===== config.mk =====
export PLATFORM = sky130hd
export DESIGN_NAME = msgbuf_copy_ctrl
export DESIGN_NICKNAME = d
export VERILOG_FILES = /design/src/rtl/mbcc_pkg.sv /design/src/rtl/mbcc_seq.sv /design/src/rtl/mbcc_status.sv /design/src/rtl/mbcc_word.sv /design/src/rtl/msgbuf_copy_ctrl.sv
export SDC_FILE = /design/constraint.sdc
export NUM_CORES = 1
export LEC_CHECK = 0
export BUFFER_PORTS_ARGS = -buffer_cell sky130_fd_sc_hd__buf_4
export CAP_MARGIN = 10
export CELL_PAD_IN_SITES_DETAIL_PLACEMENT = 0
export CELL_PAD_IN_SITES_GLOBAL_PLACEMENT = 1
export CORE_UTILIZATION = 36
export CTS_CLUSTER_SIZE = 14
export DETAILED_ROUTE_END_ITERATION = 7
export PLACE_DENSITY = 0.81
export SKIP_LAST_GASP = 1
export SLEW_MARGIN = 25
export SYNTH_ARGS = -nofsm -noshare
export SYNTH_HDL_FRONTEND = slang
export SYNTH_HIERARCHICAL = 1
export SYNTH_SLANG_ARGS = --single-unit

===== constraint.sdc =====
create_clock -name clk_i -period 2.5 [get_ports clk_i]
set_clock_uncertainty 0.1 [all_clocks]
set_input_delay 0.5 -clock clk_i [delete_from_list [all_inputs] [get_ports clk_i]]
set_output_delay 0.5 -clock clk_i [all_outputs]
set_load 0.02 [all_outputs]

===== src/rtl/mbcc_pkg.sv =====
package mbcc_pkg;
  typedef logic [3:0] st_t;

  localparam st_t ST_OFF   = 4'b0000;
  localparam st_t ST_READY = 4'b0010;
  localparam st_t ST_FULL  = 4'b0100;
  localparam st_t ST_OVR   = 4'b0110;

  // status code applied when a copy completes; bit 0 (busy) is dropped
  function automatic st_t st_finish(st_t s);
    case (s[3:1])
      3'b000:         return ST_OFF;
      3'b001:         return ST_FULL;
      3'b010, 3'b011: return ST_OVR;
      default:        return {s[3:1], 1'b0};
    endcase
  endfunction
endpackage


===== src/rtl/mbcc_seq.sv =====
module mbcc_seq #(
  parameter int MIN_COPY_CYC = 17,
  parameter int IDX_W        = 4,
  parameter int CNT_W        = 5
) (
  input  logic             clk_i,
  input  logic             rst_ni,
  input  logic             valid_i,
  input  logic [IDX_W-1:0] sel_idx_i,
  output logic             busy_o,
  output logic [CNT_W-1:0] cnt_o,
  output logic [IDX_W-1:0] cur_idx_o,
  output logic             start_o,
  output logic [IDX_W-1:0] start_idx_o,
  output logic             fin_o,
  output logic             done_o,
  output logic [IDX_W-1:0] done_idx_o
);
  localparam logic [CNT_W-1:0] LAST = CNT_W'(MIN_COPY_CYC - 1);

  logic             busy_q, pend_q, done_q;
  logic [CNT_W-1:0] cnt_q;
  logic [IDX_W-1:0] cur_q, pend_idx_q, done_idx_q;

  assign start_o     = !busy_q && (pend_q || valid_i);
  assign start_idx_o = pend_q ? pend_idx_q : sel_idx_i;
  assign fin_o       = busy_q && (cnt_q == LAST);

  always_ff @(posedge clk_i or negedge rst_ni) begin
    if (!rst_ni) begin
      busy_q     <= 1'b0;
      pend_q     <= 1'b0;
      done_q     <= 1'b0;
      cnt_q      <= '0;
      cur_q      <= '0;
      pend_idx_q <= '0;
      done_idx_q <= '0;
    end else begin
      done_q <= fin_o;
      if (fin_o) done_idx_q <= cur_q;

      if (start_o) begin
        busy_q <= 1'b1;
        cnt_q  <= '0;
        cur_q  <= start_idx_o;
      end else if (fin_o) begin
        busy_q <= 1'b0;
      end else if (busy_q) begin
        cnt_q <= cnt_q + 1'b1;
      end

      // single pending slot; a strobe arriving while idle with a slot full refills it
      if (valid_i && (busy_q || pend_q)) begin
        pend_q     <= 1'b1;
        pend_idx_q <= sel_idx_i;
      end else if (start_o) begin
        pend_q <= 1'b0;
      end
    end
  end

  assign busy_o     = busy_q;
  assign cnt_o      = cnt_q;
  assign cur_idx_o  = cur_q;
  assign done_o     = done_q;
  assign done_idx_o = done_idx_q;
endmodule


===== src/rtl/mbcc_status.sv =====
module mbcc_status
  import mbcc_pkg::*;
#(
  parameter int NUM_BUFS = 15,
  parameter int IDX_W    = 4
) (
  input  logic             clk_i,
  input  logic             rst_ni,
  input  logic             start_i,
  input  logic [IDX_W-1:0] start_idx_i,
  input  logic             fin_i,
  input  logic             busy_i,
  input  logic [IDX_W-1:0] cur_idx_i,
  input  logic             cpu_st_we_i,
  input  logic [IDX_W-1:0] cpu_idx_i,
  input  st_t              cpu_st_i,
  input  logic [IDX_W-1:0] rd_idx_i,
  output st_t              rd_st_o
);
  st_t st_q [NUM_BUFS];

  for (genvar b = 0; b < NUM_BUFS; b++) begin : g_buf
    localparam logic [IDX_W-1:0] B_IDX = IDX_W'(b);
    logic cpu_hit, is_cur;
    st_t  base;

    assign cpu_hit = cpu_st_we_i && (cpu_idx_i == B_IDX);
    assign is_cur  = cur_idx_i == B_IDX;
    assign base    = cpu_hit ? cpu_st_i : st_q[b];

    always_ff @(posedge clk_i or negedge rst_ni) begin
      if (!rst_ni) begin
        st_q[b] <= ST_OFF;
      end else if (fin_i && is_cur) begin
        st_q[b] <= st_finish(base);
      end else if (start_i && (start_idx_i == B_IDX)) begin
        st_q[b] <= {base[3:1], 1'b1};
      end else if (cpu_hit) begin
        st_q[b] <= (busy_i && is_cur) ? {cpu_st_i[3:1], 1'b1} : cpu_st_i;
      end
    end
  end

  always_comb begin
    rd_st_o = ST_OFF;
    for (int b = 0; b < NUM_BUFS; b++) begin
      if (rd_idx_i == IDX_W'(b)) rd_st_o = st_q[b];
    end
  end
endmodule


===== src/rtl/mbcc_word.sv =====
module mbcc_word #(
  parameter int ID_W       = 29,
  parameter int CTL_W      = 5,
  parameter int DATA_BYTES = 8,
  parameter int ADDR_W     = 4
) (
  input  logic [ADDR_W-1:0]       addr_i,
  input  logic [ID_W-1:0]         id_i,
  input  logic [CTL_W-1:0]        ctl_i,
  input  logic [8*DATA_BYTES-1:0] data_i,
  output logic [ID_W-1:0]         word_o
);
  always_comb begin
    word_o = '0;
    if (addr_i == ADDR_W'(0)) begin
      word_o = id_i;
    end else if (addr_i == ADDR_W'(1)) begin
      word_o[CTL_W-1:0] = ctl_i;
    end else begin
      for (int k = 0; k < DATA_BYTES; k++) begin
        if (addr_i == ADDR_W'(k + 2)) word_o[7:0] = data_i[8*k +: 8];
      end
    end
  end
endmodule


===== src/rtl/msgbuf_copy_ctrl.sv =====
module msgbuf_copy_ctrl
  import mbcc_pkg::*;
#(
  parameter int NUM_BUFS     = 15,
  parameter int ID_W         = 29,
  parameter int CTL_W        = 5,
  parameter int DATA_BYTES   = 8,
  parameter int MIN_COPY_CYC = 17,
  localparam int IDX_W       = $clog2(NUM_BUFS),
  localparam int NUM_WORDS   = DATA_BYTES + 2,
  localparam int ADDR_W      = $clog2(NUM_WORDS),
  localparam int CNT_W       = $clog2(MIN_COPY_CYC)
) (
  input  logic                    clk_i,
  input  logic                    rst_ni,
  input  logic                    valid_i,
  input  logic [IDX_W-1:0]        sel_idx_i,
  input  logic [ID_W-1:0]         hid_id_i,
  input  logic [CTL_W-1:0]        hid_ctl_i,
  input  logic [8*DATA_BYTES-1:0] hid_data_i,
  output logic                    mem_we_o,
  output logic [IDX_W-1:0]        mem_idx_o,
  output logic [ADDR_W-1:0]       mem_addr_o,
  output logic [ID_W-1:0]         mem_wdata_o,
  input  logic                    cpu_we_i,
  input  logic [IDX_W-1:0]        cpu_idx_i,
  output logic                    cpu_mem_we_o,
  input  logic                    cpu_st_we_i,
  input  logic [3:0]              cpu_st_i,
  input  logic [IDX_W-1:0]        st_rd_idx_i,
  output logic [3:0]              st_rd_o,
  output logic                    busy_o,
  output logic                    rx_done_o,
  output logic [IDX_W-1:0]        rx_done_idx_o
);
  logic             busy, start, fin;
  logic [CNT_W-1:0] cnt;
  logic [IDX_W-1:0] cur_idx, start_idx;

  mbcc_seq #(
    .MIN_COPY_CYC(MIN_COPY_CYC),
    .IDX_W       (IDX_W),
    .CNT_W       (CNT_W)
  ) u_seq (
    .clk_i      (clk_i),
    .rst_ni     (rst_ni),
    .valid_i    (valid_i),
    .sel_idx_i  (sel_idx_i),
    .busy_o     (busy),
    .cnt_o      (cnt),
    .cur_idx_o  (cur_idx),
    .start_o    (start),
    .start_idx_o(start_idx),
    .fin_o      (fin),
    .done_o     (rx_done_o),
    .done_idx_o (rx_done_idx_o)
  );

  mbcc_status #(
    .NUM_BUFS(NUM_BUFS),
    .IDX_W   (IDX_W)
  ) u_status (
    .clk_i      (clk_i),
    .rst_ni     (rst_ni),
    .start_i    (start),
    .start_idx_i(start_idx),
    .fin_i      (fin),
    .busy_i     (busy),
    .cur_idx_i  (cur_idx),
    .cpu_st_we_i(cpu_st_we_i),
    .cpu_idx_i  (cpu_idx_i),
    .cpu_st_i   (cpu_st_i),
    .rd_idx_i   (st_rd_idx_i),
    .rd_st_o    (st_rd_o)
  );

  mbcc_word #(
    .ID_W      (ID_W),
    .CTL_W     (CTL_W),
    .DATA_BYTES(DATA_BYTES),
    .ADDR_W    (ADDR_W)
  ) u_word (
    .addr_i(mem_addr_o),
    .id_i  (hid_id_i),
    .ctl_i (hid_ctl_i),
    .data_i(hid_data_i),
    .word_o(mem_wdata_o)
  );

  assign mem_addr_o   = cnt[ADDR_W-1:0];
  assign mem_we_o     = busy && (cnt < CNT_W'(NUM_WORDS));
  assign mem_idx_o    = cur_idx;
  assign busy_o       = busy;
  assign cpu_mem_we_o = cpu_we_i && !(busy && (cpu_idx_i == cur_idx));
endmodule


**Word level (Yosys, flattened, before mapping)**

Index checks and enable logic that the tools add are counted.

- Bits in registers: 80
- Bits of input ports: 119

- $add $sub $neg: 1
- Order comparisons: 1
- Eq/ne operators: 113
- Muxes and demuxes: 125
- Reductions and logical operators: 124

Operators by type and width:

| operator | number |
|---|---|
| $mux 4 | 76 |
| $pmux 4 s3 | 15 |
| $eq 4x4->1 const B | 30 |
| $eq 3x2->1 const B | 30 |
| $eq 4x3->1 const B | 20 |
| $mux 8 | 9 |
| $logic_and 1x1->1 | 66 |
| $eq 3x1->1 const B | 15 |
| $logic_not 3->1 | 15 |
| $reduce_bool 3->1 | 15 |
| $eq 4x2->1 const B | 10 |
| $reduce_or 2->1 | 15 |
| $mux 21 | 1 |
| $eq 4x1->1 const B | 5 |
| $logic_not 4->1 | 5 |
| $mux 5 | 4 |
| $mux 1 | 19 |
| $reduce_bool 2->1 | 3 |
| $add 5x1->5 const B | 1 |
| $eq 5x5->1 const B | 1 |
| $lt 5x4->1 const B | 1 |
| $eq 4x4->1 | 1 |
| $mux 3 | 1 |
| $logic_not 1->1 | 2 |
| other kinds (3) | 4 |

**Logic depth before layout (Yosys ltp)**

Gate-level depths: netlist of run 1.

- Depth after elaboration: 16
- Gate-level depth with buffers: 10
- Gate-level depth less buffers: 9

**Cells and area by module**

Netlist of run 1, hierarchy kept.

By module, submodules not included:

| module | times used | cells an instance | area an instance (um2) |
|---|---|---|---|
| mbcc_status | 1 | 447 | 4003.8 |
| mbcc_word | 1 | 155 | 1133.6 |
| mbcc_seq | 1 | 70 | 935.9 |
| msgbuf_copy_ctrl | 1 | 9 | 63.8 |

**Worst setup path before layout of run 1**

OpenSTA, ideal clock, no wires.

- Path type: register -> output
- Start: register u_seq.cnt_q[2] (netlist: u_seq/cnt_o[2])
- End: output mem_wdata_o[5]
- Arrival: 1852 ps
- Required time: 1900 ps
- Setup slack: 48 ps
- Cell stages (with the launch flop): 7
- Buffers on the path: 2
- Cell sequence: dfrtp_1 > buf_2 > buf_4 > mux2i_1 > o21ai_1 > a22oi_1 > o32ai_1

- Word-level cells in the longest chain between the ends: 11
- Elaborated cells on any way between the ends: 20
- Those cells by class: eq/ne (9); mux (10); reduce/logical (1)

RTL lines:

| element | RTL line | RTL |
|---|---|---|
| start, declared | mbcc_seq.sv:22 | `logic [CNT_W-1:0] cnt_q;` |
| start signal, assigned | mbcc_seq.sv:49 | `cnt_q <= cnt_q + 1'b1;` |
| $eq 4x2->1 | mbcc_word.sv:21 | `if (addr_i == ADDR_W'(k + 2)) word_o[7:0] = data_i[8*k +: 8];` |
| $mux 8 (8 in a row) | mbcc_word.sv:21 |  |
| $mux 3 | mbcc_word.sv:17 | `end else if (addr_i == ADDR_W'(1)) begin` |
| $mux 8 * | mbcc_word.sv:15 | `if (addr_i == ADDR_W'(0)) begin` |
| end, declared | msgbuf_copy_ctrl.sv:24 | `output logic [ID_W-1:0] mem_wdata_o,` |

Mark *: on every way between the ends. The rest lies on a longest branch, timed or not.

**Final worst setup path of run 1**

- Start: register u_seq.cnt_q[0] (netlist: u_seq/cnt_o[0])
- End: output mem_wdata_o[1]

- Word-level cells in the longest chain between the ends: 11
- Elaborated cells on any way between the ends: 20
- Those cells by class: eq/ne (9); mux (10); reduce/logical (1)

RTL lines:

| element | RTL line |
|---|---|
| $eq 4x2->1 | mbcc_word.sv:21 |
| $mux 8 (8 in a row) | mbcc_word.sv:21 |
| $mux 5 | mbcc_word.sv:17 |
| $mux 8 * | mbcc_word.sv:15 |

Marked as above.

==> run metrics, run 1 <==
Worst setup SP type=flip-flop; Clk pin slew, worst setup/hold paths=approximately 0.060 ns; routed vias=roughly 6200; Post-Synth Simple-Gate Area=19.3%; Syn Inst Count=681; failing checks=negative setup slack; Mapped Area=0.00614 mm^2; largest net degree at the start of global routing=45; final hold violation count=0; DRT Pass-1 Iters=5; drt initial violations=494; Yosys cell types=between 60 and 70; Final min period=~2.6 ns; critical path class=flip-flop to output pin; gr ovfl total=0; Synth warnings=6; Area contributors post-synth=dfrtp_1, mux2i_1, a21oi_1, mux2_2, nor2_1; CTS Buffer Depth=2; area leader, netlist=dfrtp_1; number of max-cap violations=0; sequential share of power=between 20% and 30%; Fillers=1537; largest family of logic cells by synthesized area=compound AO/OA/AOI/OAI gates; global-route wire length before repair=approximately 32000 um; compound-cell area share of the yosys netlist=24.2%; # IOs=168; nets=approximately 1000; CORE AREA=0.0166 mm^2; initial antenna violation count=0; Mapped Nets=802; EDFF count, synth=0; GRT Util Overall=about a quarter; Area after DPL=0.00774 mm^2; leading cell type in the layout, fill and taps excluded=buf_4; number of global-route vias before repair=5935; Power Density=1010 mW/mm^2; vias per std cell=5.60; crit share post-route=102%; Post-Synth Adder-Cell Area=0.408%; register bit total from synthesis=80; DRT antenna net count=0; CTS tree=built; Final HPWL DP=15200 um; combinational power share=59.1%; Die X=133 um; Avg Cell Area, Syn=~9.0 um^2; arrival time at the worst endpoint=1.96 ns; max-slew violation count=0; # diodes=0; num rows=47; final core occ=52.7%; Die Y=about 130 um; pre-CTS setup slack=-0.0405 ns; worst rel slew slack=60.9%; XOR/XNOR Fraction of Synth Area=less than 1%; full die area=0.0176 mm^2; Psw=~3700 uW; switch share=41.2%; hold crit path type=primary input to flip-flop; ys flop type=dfrtp_1; asr flop ratio synth=100%; worst-margin pin slew=0.582 ns; CP Capture Type=output pin; Port Buffers=about 170; post-synthesis sequential area ratio=32.6%; Peak VDD IR=0.000547 V; Root Driver=clkbuf_16; Sink Count=80; WL/cell=approximately 19 um; layout cell share with drive strength beyond 1=approximately two fifths; post-route cell area=just under 0.009 mm^2; CTS H-tree depth=3; total chip power=8870 uW; Synth top area share=about a third; initial core utilization=36.9%; Leak=0.00379 uW; RSZ-0062 raised after global routing=yes; area delta synth->final=42.8%; fmax=391 MHz; clk_lat worst skew=0.34 ns; final setup fails=3; multiplexer share of the synthesized area=18.2%; Routed WL=~21000 um; CTS Buf Count=9; Residual DRC=0; Worst Path Max Fanout=8; Pint=5220 uW; status=finished with violations; required time worst endpoint=1.90 ns; clock power share=15.6%; gp weighted congestion=0.869; most frequent cells in the layout=buf_4, dfrtp_1, mux2i_1; setup slack after layout=-0.0588 ns
==> power by group through the flow <==
| stage | Clock, uW | Sequential (uW) | Combinational (uW) |
|---|---|---|---|
| 4_1_cts | 1410 | 2240 | 4870 |
| 5_1_grt | 1460 | 2300 | 5580 |
| 3_3_place_gp | 0 | 2240 | 4060 |
| 3_5_place_dp | 0 | 2240 | 4070 |
| 6_report | 1380 | 2250 | 5240 |
| 2_1_floorplan | 0 | 2200 | 2610 |
==> synthesized netlist by cell type (all sizes together), types with 6 or more instances <==
| cell | instances |
|---|---|
| and2 | 24 |
| a31oi | 11 |
| or3b | 7 |
| nor2b | 11 |
| nor2 | 59 |
| nand2 | 41 |
| o211a | 11 |
| a21o | 13 |
| dfrtp | 80 |
| nand2b | 10 |
| nand3 | 18 |
| a21oi | 62 |
| buf | 27 |
| mux2i | 65 |
| mux2 | 29 |
| o21ai | 54 |
| o211ai | 8 |
| a211oi | 15 |
| nor3 | 7 |
| clkbuf | 18 |
| o22ai | 6 |
| nand3b | 13 |
| inv | 8 |
| a22oi | 9 |
==> path summary, 6_finish.rpt <==
path	startpoint	end	slack [ns]	depth (start not counted)
max in group asynchronous	rst_ni	u_seq/cnt_o[3]	1.18	3
min reg2reg	u_seq/done_idx_o[0]	u_seq/done_idx_o[0]	0.41	1
min in group asynchronous	rst_ni	u_status/st_q[2]	0.52	2
min	sel_idx_i[2]	u_seq/pend_idx_q[2]	0.30	2
max reg2reg	u_seq/cnt_o[2]	u_status/st_q[17]	0.13	11
max	u_seq/cnt_o[0]	mem_wdata_o[1]	-0.06	6
==> critical path, cell delays in order (launching register included) <==
cell	delay, ns
dfrtp_2	0.45
buf_12	0.16
mux2_4	0.30
a22oi_2	0.15
o211ai_1	0.12
a32o_2	0.29
buf_6	0.13
==> cell type report <==
type / count / area, um^2 / share of cell area [%]
well taps: 220 / 275 / 3.14
flip-flops and latches: 80 / 2000 / 22.9
clock inverters: 7 / 85.1 / 0.971
repair buffers: 230 / 2050 / 23.4
clock buffers: 9 / 225 / 2.57
inverters: 9 / 33.8 / 0.386
multi-input cells: 547 / 4090 / 46.6
==> kinds of logic (layout without fill, tap and decap cells) <==
logic type | count (synthesis) | count (layout)
AO/OA/AOI/OAI | 222 | 222
AND/OR/NAND/NOR | 218 | 218
multiplexers | 99 | 99
flip-flops | 80 | 80
buffers and inverters | 54 | 255
XOR/XNOR | 6 | 6
adder cells (fa/ha/maj) | 2 | 2
==> sequential cells by signal (all words and copies together) (netlist names) <==
| signal | flops |
|---|---|
| u_status/st_q | 60 |
| u_seq/cnt_o | 5 |
| u_seq/cur_idx_o | 4 |
| u_seq/done_idx_o | 4 |
| u_seq/pend_idx_q | 4 |
| u_seq/busy_o | 1 |
| u_seq/done_o | 1 |
| u_seq/pend_q | 1 |
==> per-layer routing <==
| layer | track usage, % | wire, um |
|---|---|---|
| met1 | 29.9 | 8930 |
| met4 | 7.47 | 496 |
| met2 | 40.6 | 10400 |
| met3 | 4.48 | 1330 |
| met5 | 0 | 0 |
==> metrics by stage <==
step           hold slack, ns  setup TNS (ns)  std cells
4_1_cts                 0.289         -0.0432       1098
5_1_grt                 0.287          -0.887       1102
2_1_floorplan           0.104               0        681
3_3_place_gp            0.354         -0.0645       1056
3_5_place_dp            0.353         -0.0529       1056
6_report                0.295          -0.107       1102
==> what timing repair did <==
action                                  4_1_cts  5_1_grt
gates resized for setup                      48       60
endpoints found under the setup margin       29       43
cloned                                        8        0
hold endpoints to repair                     26        0
setup buffers                                17        4
pin swaps                                    18       34
hold buffers                                  1        0
(Power assumes the default switching activity.)
==> run 2, diff against run 1 <==
- ABC_AREA: default -> 1
- CORE_UTILIZATION: 36 -> 33
==> run 2 against run 1 <==
The flow finishes with violations (negative hold slack). Clock power fell by 7%. Combinational power decreased by 34%. Hold slack got worse by 0.31 ns. Die area grew 13%. Critical path depth up 3. Cell count is 36% higher. Global-route usage rose by 0.53 points. First-iteration DRC count increased by 19%. Sequential power is 9.8% lower.
==> run metrics, run 2 <==
status=finished with violations; failing checks=negative hold slack; Reg2Reg Setup Slack=roughly 0.17 ns; slowest cell on the critical path=dfrtp_2; CORE AREA=0.0188 mm^2; Synth top area share=between 30% and 40%; Worst setup SP type=flip-flop; number of flip-flops under the largest register name=60; area leader, netlist=dfrtp_1; final hold violation count=9; vias per std cell=5.14; Sink Count=80; CTS tree=built; final setup fails=0; gr ovfl total=0; ys flop type=dfrtp_1; Worst path max stage delay=0.46 ns; full die area=slightly below 0.02 mm^2; Final min period=around 2.5 ns; pre-CTS setup slack=about 0.026 ns; Avg Cell Area, Syn=6.10 um^2; routed vias=between 7000 and 8000; area delta synth->final=37.1%; post-synthesis sequential area ratio=between 30% and 40%; initial core utilization=33.8%; leading cell type in the layout, fill and taps excluded=nand2_1; required time worst endpoint=1.90 ns; register bit total from synthesis=80; Synth warnings=6; worst rel slew slack=about 63%; Root Driver=clkbuf_16; DRT antenna net count=0; gp weighted congestion=0.959; max-slew violation count=0; Clk pin slew, worst setup/hold paths=0.06 ns; hold crit path type=primary input to asynchronous set/reset pin; Yosys cell types=37; most frequent cells after synthesis=nand2_1, inv_1, nor2_1; Hold WS=-0.0172 ns; Worst Path Buf+Inv=4; Routed WL=24000 um; DRT Pass-1 Iters=5; CTS Buf Count=9; nets=1377; total chip power=6770 uW; Die Y=141 um; multi-input combinational cell area=between 0.003 and 0.004 mm^2; worst-margin pin slew=0.556 ns; number of max-cap violations=0; CP Capture Type=output pin; asr flop ratio synth=100%; EDFF count, synth=0; global-route wire length before repair=37000 um; Final HPWL DP=18700 um; setup slack after layout=0.0213 ns; Residual DRC=0; Port Buffers=167; drt initial violations=590; Power Density=778 mW/mm^2; CTS Buffer Depth=2; Area contributors post-synth=dfrtp_1, nand2_1, inv_1, nor2_1, nand3_1; Worst Path Max Fanout=5; setup_tns=0 ns; Die X=141 um; WL/cell=roughly 16 um; CTS H-tree depth=3; RSZ-0062 raised after global routing=yes; most frequent cells in the layout=nand2_1, buf_4, inv_1; worst-path cell chain=clkinvlp_4, nand2_4, inv_2, nand2_4, buf_4, or2_2, nand2_1, nand2_1, buf_4; # IOs=168; Mapped Area=approximately 0.0063 mm^2; largest net degree at the start of global routing=53; Mapped Nets=approximately 1200; Crit path max-delay family=simple AND/OR/NAND/NOR gates; GRT Util Overall=about a quarter; critical path class=flip-flop to output pin; Register Area=0.00201 mm^2; Largest Register=u_status/st_q; Fillers=1998; Leak=0.00445 uW; layout cell share with drive strength beyond 1=a little under a quarter; # diodes=0; initial antenna violation count=0; Syn Inst Count=1041; arrival time at the worst endpoint=1.88 ns; number of global-route vias before repair=6965; clk_lat worst skew=between 0.3 and 0.4 ns; crit share post-route=99.1%; count leader, synth=nand2_1; num rows=50; Peak VDD IR=0.000354 V; fmax=403 MHz
[run 2: cell types whose count changed in the layout (fill, tap and decap cells not counted), sizes merged, moves of 13 or more]
cell    change
a211oi     -15
mux2i      -65
and2       -24
mux2       -29
nor2      +110
nand4      +17
nand3      +82
a21o       -13
o21ai      +44
nand2     +207
inv       +157
[run 2: metrics by stage]
step	instance area, um^2	util (%)	instances
after CTS	8490	45.2	1488
after global routing	8700	46.4	1495
final	8700	46.4	1495
after global placement	8170	43.5	1471
after detailed placement	8170	43.5	1471
after floorplan	6350	-	1041
[run 2: kinds of logic (layout without fill, tap and decap cells)]
family	Yosys count	after routing	share of synthesized area [%]
simple gates	562	562	37.9
xor+xnor	1	1	0.138
fa+ha+maj	2	2	0.394
buf+inv	184	404	11.1
compound gates	212	212	18.9
flops	80	80	31.5
[run 2: final timing paths]
kind / from / to / depth (start not counted)
setup / recovery: u_seq/cnt_o[1] / mem_wdata_o[5] / 9
hold / removal: rst_ni / u_status/st_q[26] / 1
setup reg to reg: u_seq/cnt_o[1] / u_status/st_q[36] / 12
hold reg to reg: u_seq/pend_idx_q[0] / u_seq/pend_idx_q[0] / 2
max in group asynchronous: rst_ni / u_status/st_q[44] / 2
min in group clk_i: sel_idx_i[1] / u_seq/pend_idx_q[1] / 3
[run 2: area by class of cell]
cell class	count	share of cell area (%)
tap	234	3.37
clock buffer	11	2.91
sequential	80	23.1
multi-input combinational	777	43.7
timing repair buffer	216	19.1
inverter	171	7.52
clock inverter	5	0.360
timing repair inverter	1	0.0575
[run 2: worst reg2reg max path, cell delays in order (launching register included)]
cell,delay (ns)
dfrtp_2,0.46
inv_1,0.09
ha_1,0.14
nand2_1,0.05
inv_1,0.05
nand2_1,0.08
nor2_4,0.17
clkinvlp_4,0.26
nor3_4,0.28
inv_1,0.11
nand2_1,0.13
inv_1,0.10
o31ai_1,0.22
[run 2: power by group]
| part | internal (uW) | switching [uW] |
|---|---|---|
| Combinational | 1360 | 2090 |
| Clock | 724 | 569 |
| Sequential | 1640 | 384 |
| Total | 3720 | 3040 |
[run 2: metal layers]
metal	track usage (%)	up-vias	wire (um)
met2	41.0	311	11200
met5	0	-	0
li1	-	3836	-
met3	3.74	42	1970
met1	31.4	3494	10200
met4	8.18	0	642
[run 2: timing repair]
action	CTS	global route
resized for setup	13	45
hold buffers	0	0
setup buffers	1	5
gates cloned	0	2
endpoints found under the setup margin	9	46
pin swaps	1	14
==> run 3, diff against run 2 <==
- BUFFER_PORTS_ARGS: -buffer_cell sky130_fd_sc_hd__buf_4 -> -buffer_cell sky130_fd_sc_hd__buf_2
==> run 3 against run 2 <==
The run now ends clean. Sequential power is essentially flat. Via count shrank 0.85%. Routed wire length decreased by 1.9%. Sequential share of layout area rose by 0.55 points. Register-to-register slack worse by 0.06 ns. Maximum frequency increased by 0.21%. Cell count decreased by 0.27%. Non-clock buffer count down 5. Clock-buffer cell count did not move. Setup slack improved by 0.0051 ns. Combinational power up 2%.
==> run metrics, run 3 (synthesis gave the netlist of run 2 again) <==
CTS Buf Count=9; Crit path max-delay family=simple AND/OR/NAND/NOR gates; global-route wire length before repair=35700 um; Port Buffers=approximately 170; Worst Reg-to-Reg Cells=14; RSZ-0062 raised after global routing=yes; initial antenna violation count=1; gr ovfl total=0; max-slew violation count=0; final core occ=45.2%; worst-margin pin slew=around 0.6 ns; fmax=404 MHz; arrival time at the worst endpoint=1.87 ns; Reg2Reg Setup Slack=0.11 ns; hold crit path type=primary input to asynchronous set/reset pin; placed cells=1460; Worst Path Buf+Inv=5; GRT Util Overall=23.5%; routed vias=around 7600; Clk pin slew, worst setup/hold paths=approximately 0.060 ns; largest net degree at the start of global routing=40; layout cell share with drive strength beyond 1=25.0%; worst rel slew slack=59.4%; Non-Filler Instances=~1500; Die X=141 um; CORE AREA=between 0.015 and 0.02 mm^2; most used cell, CP=buf_6; Sink Count=80; Largest Register=u_status/st_q; multi-input combinational cell area=0.00390 mm^2; Worst path max stage delay=0.39 ns; most frequent cells in the layout=nand2_1, inv_1, buf_2; Die Y=141 um; final hold violation count=0; WL/cell=approximately 16 um; leading cell type in the layout, fill and taps excluded=nand2_1; clk_lat worst skew=around 0.35 ns; CP Capture Point=mem_wdata_o[7]; CTS H-tree depth=3; initial core utilization=33.8%; full die area=~0.020 mm^2; final setup fails=0; DRT antenna net count=0; CTS hold repair buffers=0; reg2reg end=u_status/st_q[42]; Stages on worst setup path=12; crit share post-route=98.9%; number of max-cap violations=0; Worst setup SP type=flip-flop; drt initial violations=469; Crit Reg-Reg Startpoint=u_seq/cnt_o[1]; nets=1372; gp weighted congestion=0.957; # IOs=~170; CP Capture Type=output pin; Fillers=approximately 2000; slowest cell on the critical path=dfrtp_1; setup slack after layout=0.0264 ns; critical path class=flip-flop to output pin; Residual DRC=0; vias per std cell=5.11; worst-path cell chain=buf_6, clkinvlp_4, nand2_4, nor2_4, inv_4, buf_6, nor2_1, nor2_1, nand4_1, nand2_1, nand2_1, buf_6; DRT Pass-1 Iters=5; Routed WL=23600 um; Peak VDD IR=around 0.00043 V; status=complete, no violations; Worst Path Max Fanout=5; Register Area=0.00200 mm^2; num rows=50; number of flip-flops under the largest register name=60; Final HPWL DP=18100 um; required time worst endpoint=between 1.5 and 2 ns; Final min period=2.47 ns; CTS Buffer Depth=2; Power Density=801 mW/mm^2; Critical Path Start=u_seq/cnt_o[1]; pre-CTS setup slack=0.0197 ns; area delta synth->final=33.8%; Leak=0.00440 uW; Root Driver=clkbuf_16; CTS tree=built; number of global-route vias before repair=about 6900
==> run 3: cell count changes in the layout (fill, tap and decap cells not counted), sizes merged <==
cell and delta:
buf -5, diode +1
==> run 3: layout make-up <==
type	count	share of cell area (%)
inverters	171	7.80
repair inverters	1	0.0884
flip-flops and latches	80	23.6
diodes	1	0.0295
clock buffers	11	2.98
repair buffers	211	15.8
well taps	234	3.45
clock inverters	5	0.368
multi-input cells	777	45.9
==> run 3: layer usage <==
| layer | vias to the layer above | global-route usage, % | wire (um) |
|---|---|---|---|
| li1 | 3816 | - | - |
| met1 | 3442 | 29.9 | 10100 |
| met2 | 321 | 39.4 | 11000 |
| met3 | 39 | 3.80 | 1760 |
| met4 | 0 | 9.90 | 702 |
| met5 | - | 0 | 0 |
==> run 3: timing repair <==
action                                  CTS  global route
buffers inserted                          5             7
pin swaps                                 3            31
cloned                                    0             2
endpoints found under the setup margin    8            37
gates resized for setup                  15            93
==> run 3: how the worst min path moves through the flow <==
| stage | endpoint | depth (start not counted) | startpoint |
|---|---|---|---|
| 6_report | u_status/st_q[4] | 1 | rst_ni |
| 5_1_grt | u_status/st_q[16] | 1 | rst_ni |
| 4_1_cts | u_status/st_q[16] | 1 | rst_ni |
| 3_5_place_dp | u_seq/pend_idx_q[2] | 2 | u_seq/pend_idx_q[2] |
| 3_3_place_gp | u_seq/done_idx_o[0] | 1 | u_seq/done_idx_o[0] |
| 2_1_floorplan | u_seq/busy_o | 0 | rst_ni |
==> run 3: power by group <==
| group | internal [uW] | switching [uW] | total [uW] | leakage [uW] |
|---|---|---|---|---|
| Combinational | 1370 | 2140 | 3510 | 0.00331 |
| Sequential | 1640 | 373 | 2010 | 0.000949 |
| Clock | 723 | 561 | 1280 | 0.000141 |
| Total | 3730 | 3080 | 6800 | 0.00440 |
==> run 3: through the flow <==
| stage | TNS, ns | hold slack, ns | instance area (um^2) | total power [uW] |
|---|---|---|---|---|
| 5_1_grt | -0.972 | 0.0893 | 8490 | 7260 |
| 2_1_floorplan | 0 | 0.104 | 6350 | 3820 |
| 3_5_place_dp | 0 | 0.379 | 7690 | 4960 |
| 3_3_place_gp | 0 | 0.371 | 7690 | 4950 |
| 4_1_cts | -0.0202 | 0.0655 | 8060 | 6380 |
| 6_report | 0 | 0.0519 | 8490 | 6800 |
